## config.mk

```make
export PLATFORM = sky130hd
export DESIGN_NAME = legacy_bus_slave
export DESIGN_NICKNAME = d
export VERILOG_FILES = /design/src/rtl/lbs_pkg.sv /design/src/rtl/lbs_sync.sv /design/src/rtl/lbs_phase.sv /design/src/rtl/lbs_drive.sv /design/src/rtl/legacy_bus_slave.sv
export SDC_FILE = /design/constraint.sdc
export NUM_CORES = 1
export LEC_CHECK = 0
export BUFFER_PORTS_ARGS = -buffer_cell sky130_fd_sc_hd__buf_2
export CORE_ASPECT_RATIO = 1.25
export CORE_MARGIN = 4
export CORE_UTILIZATION = 44
export DETAILED_ROUTE_END_ITERATION = 7
export PLACE_DENSITY = 0.74
export SLEW_MARGIN = 20
export SYNTH_ARGS = -nofsm -noshare
export SYNTH_HDL_FRONTEND = slang
export SYNTH_SLANG_ARGS = --single-unit
```

## constraint.sdc

```tcl
create_clock -name clk_i -period 1.8 [get_ports clk_i]
set_input_delay 0 -clock clk_i [delete_from_list [all_inputs] [get_ports clk_i]]
set_output_delay 0 -clock clk_i [all_outputs]
set_load 0.05 [all_outputs]
```

## src/rtl/lbs_pkg.sv

```systemverilog
package lbs_pkg;
   typedef enum logic [1:0] {
      DRV_IDLE = 2'd0,
      DRV_WAIT = 2'd1,
      DRV_ON   = 2'd2,
      DRV_HOLD = 2'd3
   } drv_state_e;

   typedef struct packed {
      logic active;
      logic rnw;
      logic hit;
   } cyc_info_t;
endpackage

```

## src/rtl/lbs_sync.sv

```systemverilog
module lbs_sync #(
   parameter int W      = 1,
   parameter int STAGES = 2
) (
   input  logic         clk_i,
   input  logic [W-1:0] async_i,
   output logic [W-1:0] sync_o
);
   logic [W-1:0] chain_q [STAGES];

   generate
      for (genvar s = 0; s < STAGES; s++) begin : g_stage
         if (s == 0) begin : g_first
            always_ff @(posedge clk_i) chain_q[0] <= async_i;
         end else begin : g_next
            always_ff @(posedge clk_i) chain_q[s] <= chain_q[s-1];
         end
      end
   endgenerate

   assign sync_o = chain_q[STAGES-1];
endmodule

```

## src/rtl/lbs_phase.sv

```systemverilog
module lbs_phase
   import lbs_pkg::*;
#(
   parameter int          AW       = 16,
   parameter int          DW       = 8,
   parameter logic [AW-1:0] WIN_BASE = '0,
   parameter logic [AW-1:0] WIN_MASK = '0
) (
   input  logic          clk_i,
   input  logic          rst_i,
   input  logic          bclk_s_i,
   input  logic          rnw_s_i,
   input  logic [AW-1:0] addr_i,
   input  logic [DW-1:0] data_i,
   output logic          rise_o,
   output logic          fall_o,
   output logic          rd_start_o,
   output cyc_info_t     cyc_o,
   output logic [AW-1:0] cyc_addr_o,
   output logic          wr_stb_o,
   output logic [AW-1:0] wr_addr_o,
   output logic [DW-1:0] wr_data_o
);
   logic bclk_d;
   logic hit_now;

   assign rise_o     = bclk_s_i & ~bclk_d;
   assign fall_o     = ~bclk_s_i & bclk_d;
   assign hit_now    = ((addr_i & WIN_MASK) == WIN_BASE);
   assign rd_start_o = rise_o & rnw_s_i & hit_now;

   always_ff @(posedge clk_i) begin
      if (rst_i) begin
         bclk_d     <= bclk_s_i;
         cyc_o      <= '0;
         cyc_addr_o <= '0;
         wr_stb_o   <= 1'b0;
         wr_addr_o  <= '0;
         wr_data_o  <= '0;
      end else begin
         bclk_d   <= bclk_s_i;
         wr_stb_o <= 1'b0;
         if (rise_o) begin
            cyc_o.active <= 1'b1;
            cyc_o.rnw    <= rnw_s_i;
            cyc_o.hit    <= hit_now;
            cyc_addr_o   <= addr_i;
         end else if (fall_o) begin
            cyc_o.active <= 1'b0;
            if (cyc_o.active && !cyc_o.rnw && cyc_o.hit) begin
               wr_stb_o  <= 1'b1;
               wr_addr_o <= cyc_addr_o;
               wr_data_o <= data_i;
            end
         end
      end
   end

   assert_stb_single_R2: assert property (@(posedge clk_i) disable iff (rst_i)
      wr_stb_o |=> !wr_stb_o);
   assert_stb_write_only_R3: assert property (@(posedge clk_i) disable iff (rst_i)
      rd_start_o |=> !wr_stb_o);
endmodule

```

## src/rtl/lbs_drive.sv

```systemverilog
module lbs_drive
   import lbs_pkg::*;
#(
   parameter int CW      = 8,
   parameter int DW      = 8,
   parameter bit OUT_REG = 1'b1
) (
   input  logic          clk_i,
   input  logic          rst_i,
   input  logic          rise_i,
   input  logic          fall_i,
   input  logic          rd_start_i,
   input  logic [CW-1:0] on_dly_i,
   input  logic [CW-1:0] off_dly_i,
   input  logic [DW-1:0] rd_data_i,
   output logic          oe_o,
   output logic [DW-1:0] dout_o
);
   drv_state_e    st_q;
   logic [CW-1:0] cnt_q;

   always_ff @(posedge clk_i) begin
      if (rst_i) begin
         st_q  <= DRV_IDLE;
         cnt_q <= '0;
         oe_o  <= 1'b0;
      end else if (rise_i) begin
         oe_o  <= 1'b0;
         cnt_q <= '0;
         st_q  <= rd_start_i ? DRV_WAIT : DRV_IDLE;
      end else begin
         unique case (st_q)
            DRV_WAIT: begin
               if (fall_i) begin
                  st_q <= DRV_IDLE;
               end else if (cnt_q == on_dly_i) begin
                  oe_o <= 1'b1;
                  st_q <= DRV_ON;
               end else begin
                  cnt_q <= cnt_q + 1'b1;
               end
            end
            DRV_ON: begin
               if (fall_i) begin
                  cnt_q <= '0;
                  st_q  <= DRV_HOLD;
               end
            end
            DRV_HOLD: begin
               if (cnt_q == off_dly_i) begin
                  oe_o <= 1'b0;
                  st_q <= DRV_IDLE;
               end else begin
                  cnt_q <= cnt_q + 1'b1;
               end
            end
            default: ;
         endcase
      end
   end

   generate
      if (OUT_REG) begin : g_reg_out
         always_ff @(posedge clk_i) begin
            if (rst_i) dout_o <= '0;
            else       dout_o <= rd_data_i;
         end
      end else begin : g_comb_out
         assign dout_o = rd_data_i;
      end
   endgenerate

   assert_rise_drop_R9: assert property (@(posedge clk_i) disable iff (rst_i)
      rise_i |=> !oe_o);
   assert_fall_no_start_R8: assert property (@(posedge clk_i) disable iff (rst_i)
      (fall_i && !oe_o) |=> !oe_o);
endmodule

```

## src/rtl/legacy_bus_slave.sv

```systemverilog
module legacy_bus_slave
   import lbs_pkg::*;
#(
   parameter int              AW          = 16,
   parameter int              DW          = 8,
   parameter int              CW          = 8,
   parameter int              SYNC_STAGES = 2,
   parameter bit              OUT_REG     = 1'b1,
   parameter logic [AW-1:0]   WIN_BASE    = 16'hC000,
   parameter logic [AW-1:0]   WIN_MASK    = 16'hF000
) (
   input  logic          clk_i,
   input  logic          rst_i,
   input  logic          bus_clk_i,
   input  logic          bus_rnw_i,
   input  logic [AW-1:0] bus_addr_i,
   input  logic [DW-1:0] bus_data_i,
   input  logic [CW-1:0] cfg_on_dly_i,
   input  logic [CW-1:0] cfg_off_dly_i,
   input  logic [DW-1:0] rd_data_i,
   output logic [AW-1:0] cyc_addr_o,
   output logic [DW-1:0] bus_data_o,
   output logic          bus_oe_o,
   output logic          wr_stb_o,
   output logic [AW-1:0] wr_addr_o,
   output logic [DW-1:0] wr_data_o
);
   localparam int SYNC_W = 2;

   generate
      if (SYNC_STAGES < 2) begin : g_bad_sync
         $error("SYNC_STAGES must be at least 2");
      end
      if ((WIN_BASE & ~WIN_MASK) != '0) begin : g_bad_win
         $error("WIN_BASE has bits outside WIN_MASK");
      end
      if (CW < 1 || DW < 1 || AW < 1) begin : g_bad_width
         $error("widths must be positive");
      end
   endgenerate

   logic [SYNC_W-1:0] ctl_s;
   logic              rise, fall, rd_start;
   cyc_info_t         cyc;

   lbs_sync #(.W(SYNC_W), .STAGES(SYNC_STAGES)) u_sync (
      .clk_i   (clk_i),
      .async_i ({bus_rnw_i, bus_clk_i}),
      .sync_o  (ctl_s)
   );

   lbs_phase #(.AW(AW), .DW(DW), .WIN_BASE(WIN_BASE), .WIN_MASK(WIN_MASK)) u_phase (
      .clk_i      (clk_i),
      .rst_i      (rst_i),
      .bclk_s_i   (ctl_s[0]),
      .rnw_s_i    (ctl_s[1]),
      .addr_i     (bus_addr_i),
      .data_i     (bus_data_i),
      .rise_o     (rise),
      .fall_o     (fall),
      .rd_start_o (rd_start),
      .cyc_o      (cyc),
      .cyc_addr_o (cyc_addr_o),
      .wr_stb_o   (wr_stb_o),
      .wr_addr_o  (wr_addr_o),
      .wr_data_o  (wr_data_o)
   );

   lbs_drive #(.CW(CW), .DW(DW), .OUT_REG(OUT_REG)) u_drive (
      .clk_i      (clk_i),
      .rst_i      (rst_i),
      .rise_i     (rise),
      .fall_i     (fall),
      .rd_start_i (rd_start),
      .on_dly_i   (cfg_on_dly_i),
      .off_dly_i  (cfg_off_dly_i),
      .rd_data_i  (rd_data_i),
      .oe_o       (bus_oe_o),
      .dout_o     (bus_data_o)
   );

   assert_reset_clear_R1: assert property (@(posedge clk_i)
      rst_i |=> (!bus_oe_o && !wr_stb_o));
   assert_oe_read_hit_R6: assert property (@(posedge clk_i) disable iff (rst_i)
      bus_oe_o |-> (cyc.rnw && cyc.hit));
   assert_oe_wr_excl_R6: assert property (@(posedge clk_i) disable iff (rst_i)
      !(bus_oe_o && wr_stb_o));
endmodule

```

# Yosys cells after proc, flatten, opt, wreduce, memory -nomap -nowiden
# Memory sizes are Yosys's and may differ from the RTL's.
# Index checks and enable logic that the tools add are counted.
# word_totals
regBits	64
ramBits	4
in_bits	52
output_inout_bits	50
elab_cells	69
memories	1
# classes
add_sub_neg	1
n_eq_ne	15
muxes	19
bitwise_logic	8
reduce_logical	13
# memory_table
memory	words	width	rd	rd_clocked_by_memory_dff	write_ports	line	rtl
u_sync.chain_q	2	2	2	0	2	lbs_sync.sv:9	logic [W-1:0] chain_q [STAGES];
# op_table
operator	count
2-to-1 mux 8 bit	4
one-hot mux 8 bit (3 select lines)	1
== test 8 bit	2
2-to-1 mux 2 bit	5
adder 8 x 1 -> 8 bit (second input constant)	1
inequality test 2 bit (second input constant)	4
AND reduction 4 bit	2
2-to-1 mux 1 bit	7
one-hot mux 2 bit (3 select lines)	1
AND reduction 5 bit	1
bitwise AND 1 bit	4
== test 2 bit (second input constant)	2
== test 4 bit (second input constant)	1
inequality test 2 x 1 -> 1 bit (second input constant)	2
inequality test 4 x 3 -> 1 bit (second input constant)	1
NOT 1 bit	4
nonzero test 2 bit	2
nonzero test 4 bit	1
inequality test 3 x 2 -> 1 bit (second input constant)	1
inequality test 3 bit (second input constant)	1
AND reduction 3 bit	1
nonzero test 3 bit	1
OR reduction 3 bit	1
== test 2 x 1 -> 1 bit (second input constant)	1
other kinds (4)	5

# Depth between registers and ports, before layout
# logic_depth
ltp_word	6
depth_mapped	8
depth_no_buf	7

# Modules after synthesis
# Synthesis repeated with hierarchy kept, for this count alone.
# hier_totals
cells_unflattened	333
hier_area_um2	3255.6
# modules_own_cells
mod	n_inst	cells_each	area_per_inst_um2	seq_area_each_um2
lbs_phase	1	179	1913.1	900.9
lbs_drive	1	148	1247.4	380.4
lbs_sync	1	6	95.1	80.1

# Worst setup path before layout
# OpenSTA, ideal clock, no wires.
# synth_timing
path_type	register to register
start	register u_drive.cnt_q[1]
end	register u_drive.st_q[1]
setup_ns	0.117
arrival_time_ns	1.657
required_time_ns	1.683
slack_ns	0.025
path_stages_with_launch	7
n_path_buf	0
synth_period_minus_slack_ns	1.775
path_cell_list	dfxtp_1 > xor2_1 > nor4_1 > nand4_1 > a221oi_2 > o21ai_1 > a32o_1
# synth_between
elab_chain_cells	3
word_cells_on_any_way	5
cone_classes	eq/ne (4); reduce/logical (1)
# synth_rtl
element	line	rtl
start, declared	lbs_drive.sv:20	logic [CW-1:0] cnt_q;
start signal, assigned	lbs_drive.sv:40	cnt_q <= cnt_q + 1'b1;
start signal, assigned	lbs_drive.sv:54	cnt_q <= cnt_q + 1'b1;
== test 8 bit (on tied branches)	lbs_drive.sv:36, lbs_drive.sv:50	
inequality test 4 x 3 -> 1 bit (no line) / inequality test 3 x 2 -> 1 bit (equally long branches)	n/a	
AND reduction 4 bit (no line) (*)	n/a	
end signal, assigned	lbs_drive.sv:30	st_q <= rd_start_i ? DRV_WAIT : DRV_IDLE;
end, declared	lbs_drive.sv:19	drv_state_e st_q;
# Every way passes the cells marked *; elsewhere a longest branch is shown, timed or not.
# A chain may end at the register's enable or synchronous reset.

# Final worst setup path
# layout_timing
start	register u_drive.cnt_q[0]
end	register u_drive.oe_o
# layout_between
elab_chain_cells	3
word_cells_on_any_way	5
cone_classes	eq/ne (4); reduce/logical (1)
# layout_rtl
element	line	rtl
== test 8 bit (on tied branches)	lbs_drive.sv:50, lbs_drive.sv:36	
inequality test 2 x 1 -> 1 bit (no line)	n/a	
AND reduction 4 bit (no line) (*)	n/a	
end signal, assigned	lbs_drive.sv:28	oe_o <= 1'b0;
end signal, assigned	lbs_drive.sv:37	oe_o <= 1'b1;
end signal, assigned	lbs_drive.sv:51	oe_o <= 1'b0;
end, declared	lbs_drive.sv:16	output logic oe_o,
# Marks and branches as above.

==> flow_metrics.tcl <==
set metrics [dict create \
    status "finished with violations" \
    violations "negative setup slack" \
    antenna_found_initial 0 \
    slew_headroom_pct 61.6 \
    core_um2 5900 \
    wl_per_cell_um 13.9 \
    ir_worst_vdd_mv 0.706 \
    ios 102 \
    die_h_um 95.9 \
    avgSynthCellArea_um2 9.06 \
    p_int_uw 2760 \
    netlist-cell-type-count 39 \
    netlist_area_um2 2720 \
    synth_top_area_share_pct 50.1 \
    gp_congestion 0.741 \
    dr.pass1.iters 4 \
    post-route-period-util_pct 104 \
    synthArstFlopShare_pct 0 \
    synth_warnings 0 \
    dp.cells 489 \
    register_area_um2 1370 \
    postRouteWirelength_um 7540 \
    leakage_uw 0.00190 \
    total_power_uw 3950 \
    p_clk_share_pct 32.8 \
    num_vias 2641 \
    grt_setup_unrepaired "true" \
    place_worst_setup_slack_ns -0.164 \
    grt_pass1_vias 2693 \
    hp-class "input pin to register" \
    powerDensity_nw_per_um2 942 \
    insertion_delay_ns 0.34 \
    grt_usage_pct 20.4 \
    via_per_inst 4.85 \
    htree_levels 3 \
    syn_inst 300 \
    crit_required_ns 2.08 \
    fillers 457 \
    syn2layout_area_growth_pct 54.1 \
    final_max_slew_viol_count 0 \
    clkTransAtPathRegs_ns 0.08 \
    drc 0 \
    timing.final.crit_period_ns 1.87 \
    rows 31 \
    io_buffers 101 \
    fin_skew_ns 0.00713 \
    cts_made_buffers 9 \
    stdcell_count 544 \
    diodes 0 \
    multiInputGateArea_um2 1380 \
    die_area_um2 7510 \
    placed_area_um2 3450 \
    switchingPower_uw 1190 \
    synth-edff-count 0 \
    synth-main-ff-cell "dfxtp_1" \
    critPathArrivalTime_ns 2.15 \
    die-width_um 78.3 \
    start_kind "register" \
    power_switching_share_pct 30.2 \
    synthTopCellsByArea "dfxtp_1, mux2i_1, nand2_1, xor2_1, a21oi_1" \
    hold_violations 0 \
    yosysSeqAreaShare_pct 50.1 \
    cts.sinks 68 \
    finalNetCount 516 \
    finalSetupViolations 4 \
    endpoint_kind "register" \
    grt_max_degree 58 \
    criticalPathCategory "register to register" \
    drt-initial-drc-count 86 \
    syn_nets 359 \
    seq_power_share_pct 41.5 \
    dp_hpwl_um 4800 \
    tns_ns -0.154 \
    grt_overflow 0 \
    drive_gt1_share_pct 37.7 \
    start_util_pct 46.1 \
    max_cap_viol_count 0 \
    synthTopCellsByCount "dfxtp_1, nand2_1, nor2_1" \
    clock_path_buffers 2 \
    cts-root-buf "clkbuf_8" \
    yosysMostFrequentCell "dfxtp_1" \
    grt_pass1_wl_um 12100 \
    path_max_fanout 3 \
    tightest_slew_ns 0.575 \
    antenna_left 0 \
    fmax_ghz 0.534 \
    yosysTopAreaCell "dfxtp_1" \
    p_comb_share_pct 25.7 \
    ys_ff_latch 68 \
    design_area_um2 4190 \
    fin_ws_ns -0.0713 \
    cts_tree "built" \
]
[path summary, 6_finish.rpt]
| path | from | endpoint | slack [ns] | cells past startpoint |
|---|---|---|---|---|
| hold reg to reg | u_sync.chain_q[0][1]$_DFF_P_ | u_sync.chain_q[0][3]$_DFF_P_ | 0.33 | 0 |
| hold / removal | rst_i | u_drive.cnt_q[0]$_SDFFE_PP0P_ | 0.13 | 5 |
| setup reg to reg | u_drive.cnt_q[0]$_SDFFE_PP0P_ | u_drive.oe_o$_SDFFE_PP0P_ | -0.07 | 7 |
| setup / recovery | u_drive.cnt_q[0]$_SDFFE_PP0P_ | u_drive.oe_o$_SDFFE_PP0P_ | -0.07 | 7 |
[routing by layer]
| layer | wire length [µm] | global-route usage (%) | up-vias | part of all wire, % |
|---|---|---|---|---|
| li1 | - | - | 1314 | - |
| met1 | 2890 | 21.3 | 1242 | 38 |
| met2 | 4140 | 38.9 | 75 | 55 |
| met3 | 415 | 5.99 | 10 | 5.5 |
| met4 | 97 | 6.85 | 0 | 1.3 |
| met5 | 0 | 0 | - | 0 |
[cell usage in the layout (no fill, tap or decap), types with 3 or more instances in the layout]
cell type / netlist / routed
xor2_2: 0 / 4
buf_4: 0 / 23
buf_6: 1 / 5
dlygate4sd3_1: 0 / 34
nor3_1: 4 / 3
o211ai_1: 6 / 6
nand2_1: 51 / 50
nor2b_1: 9 / 9
clkbuf_8: 0 / 10
o21ai_0: 5 / 3
inv_1: 8 / 8
dfxtp_2: 0 / 7
nand3_1: 4 / 4
ha_1: 7 / 7
mux2i_1: 20 / 20
a21oi_1: 26 / 25
nor2_1: 27 / 26
xor2_1: 15 / 11
nand2b_1: 6 / 5
dfxtp_1: 68 / 60
buf_2: 1 / 101
[cell type report]
cell class | instances | area share [%]
multi-input cells | 206 | 32.9
well taps | 82 | 2.45
clock buffers | 10 | 3.28
repair buffers | 164 | 26.1
inverters | 8 | 0.717
flip-flops and latches | 68 | 32.8
clock inverters | 6 | 1.70
[per-stage QoR]
step	hold WS, ns	util, %
final	0.130	71.1
after detailed placement	0.104	58.5
after floorplan	0.0277	-
after CTS	0.120	68.4
after global placement	0.104	58.5
after global routing	0.145	71.1
[critical path, cell delays in order, from the launching register on]
cell and delay [ns]:
dfxtp_2 0.35, xor2_1 0.17, nor4_2 0.33, buf_4 0.19, nand2_2 0.06, buf_4 0.15
or4_4 0.42, a21boi_2 0.15
[flip-flops by register name, summed over array words and instances (netlist names), 2 cells and up]
name and flops:
u_phase.cyc_addr_o 16, u_phase.cyc_o 3, u_drive.dout_o 8, u_phase.wr_addr_o 16
u_drive.st_q 2, u_drive.cnt_q 8, u_sync.chain_q 4, u_phase.wr_data_o 8
[power by group through the flow]
stage / Combinational, µW / Clock [µW] / Sequential [µW]
finish: 1010 / 1300 / 1640
global route: 1100 / 1410 / 1650
CTS: 875 / 1330 / 1630
detailed placement: 781 / 0 / 1660
global placement: 756 / 0 / 1660
floorplan: 387 / 0 / 1750
[what timing repair did]
item | in CTS | in global routing
hold buffers | 34 | 0
setup buffers | 3 | 3
gates resized for setup | 7 | 30
pin swaps | 6 | 5
hold endpoints to repair | 34 | 0
endpoints found under the setup margin | 11 | 11
[cell families (layout without fill, tap and decap cells)]
family | count (synthesis) | in the layout | share of synthesized area [%]
buffers and inverters | 26 | 188 | 3.96
xor gates and xnor gates | 16 | 16 | 5.15
AOI/OAI and AO/OA | 49 | 49 | 11.2
DFF | 68 | 68 | 50.1
muxes | 20 | 20 | 7.36
and+or+nand+nor | 114 | 114 | 19.0
adders and majority gates | 7 | 7 | 3.22
No activity file was read; power rests on OpenSTA's default activity.
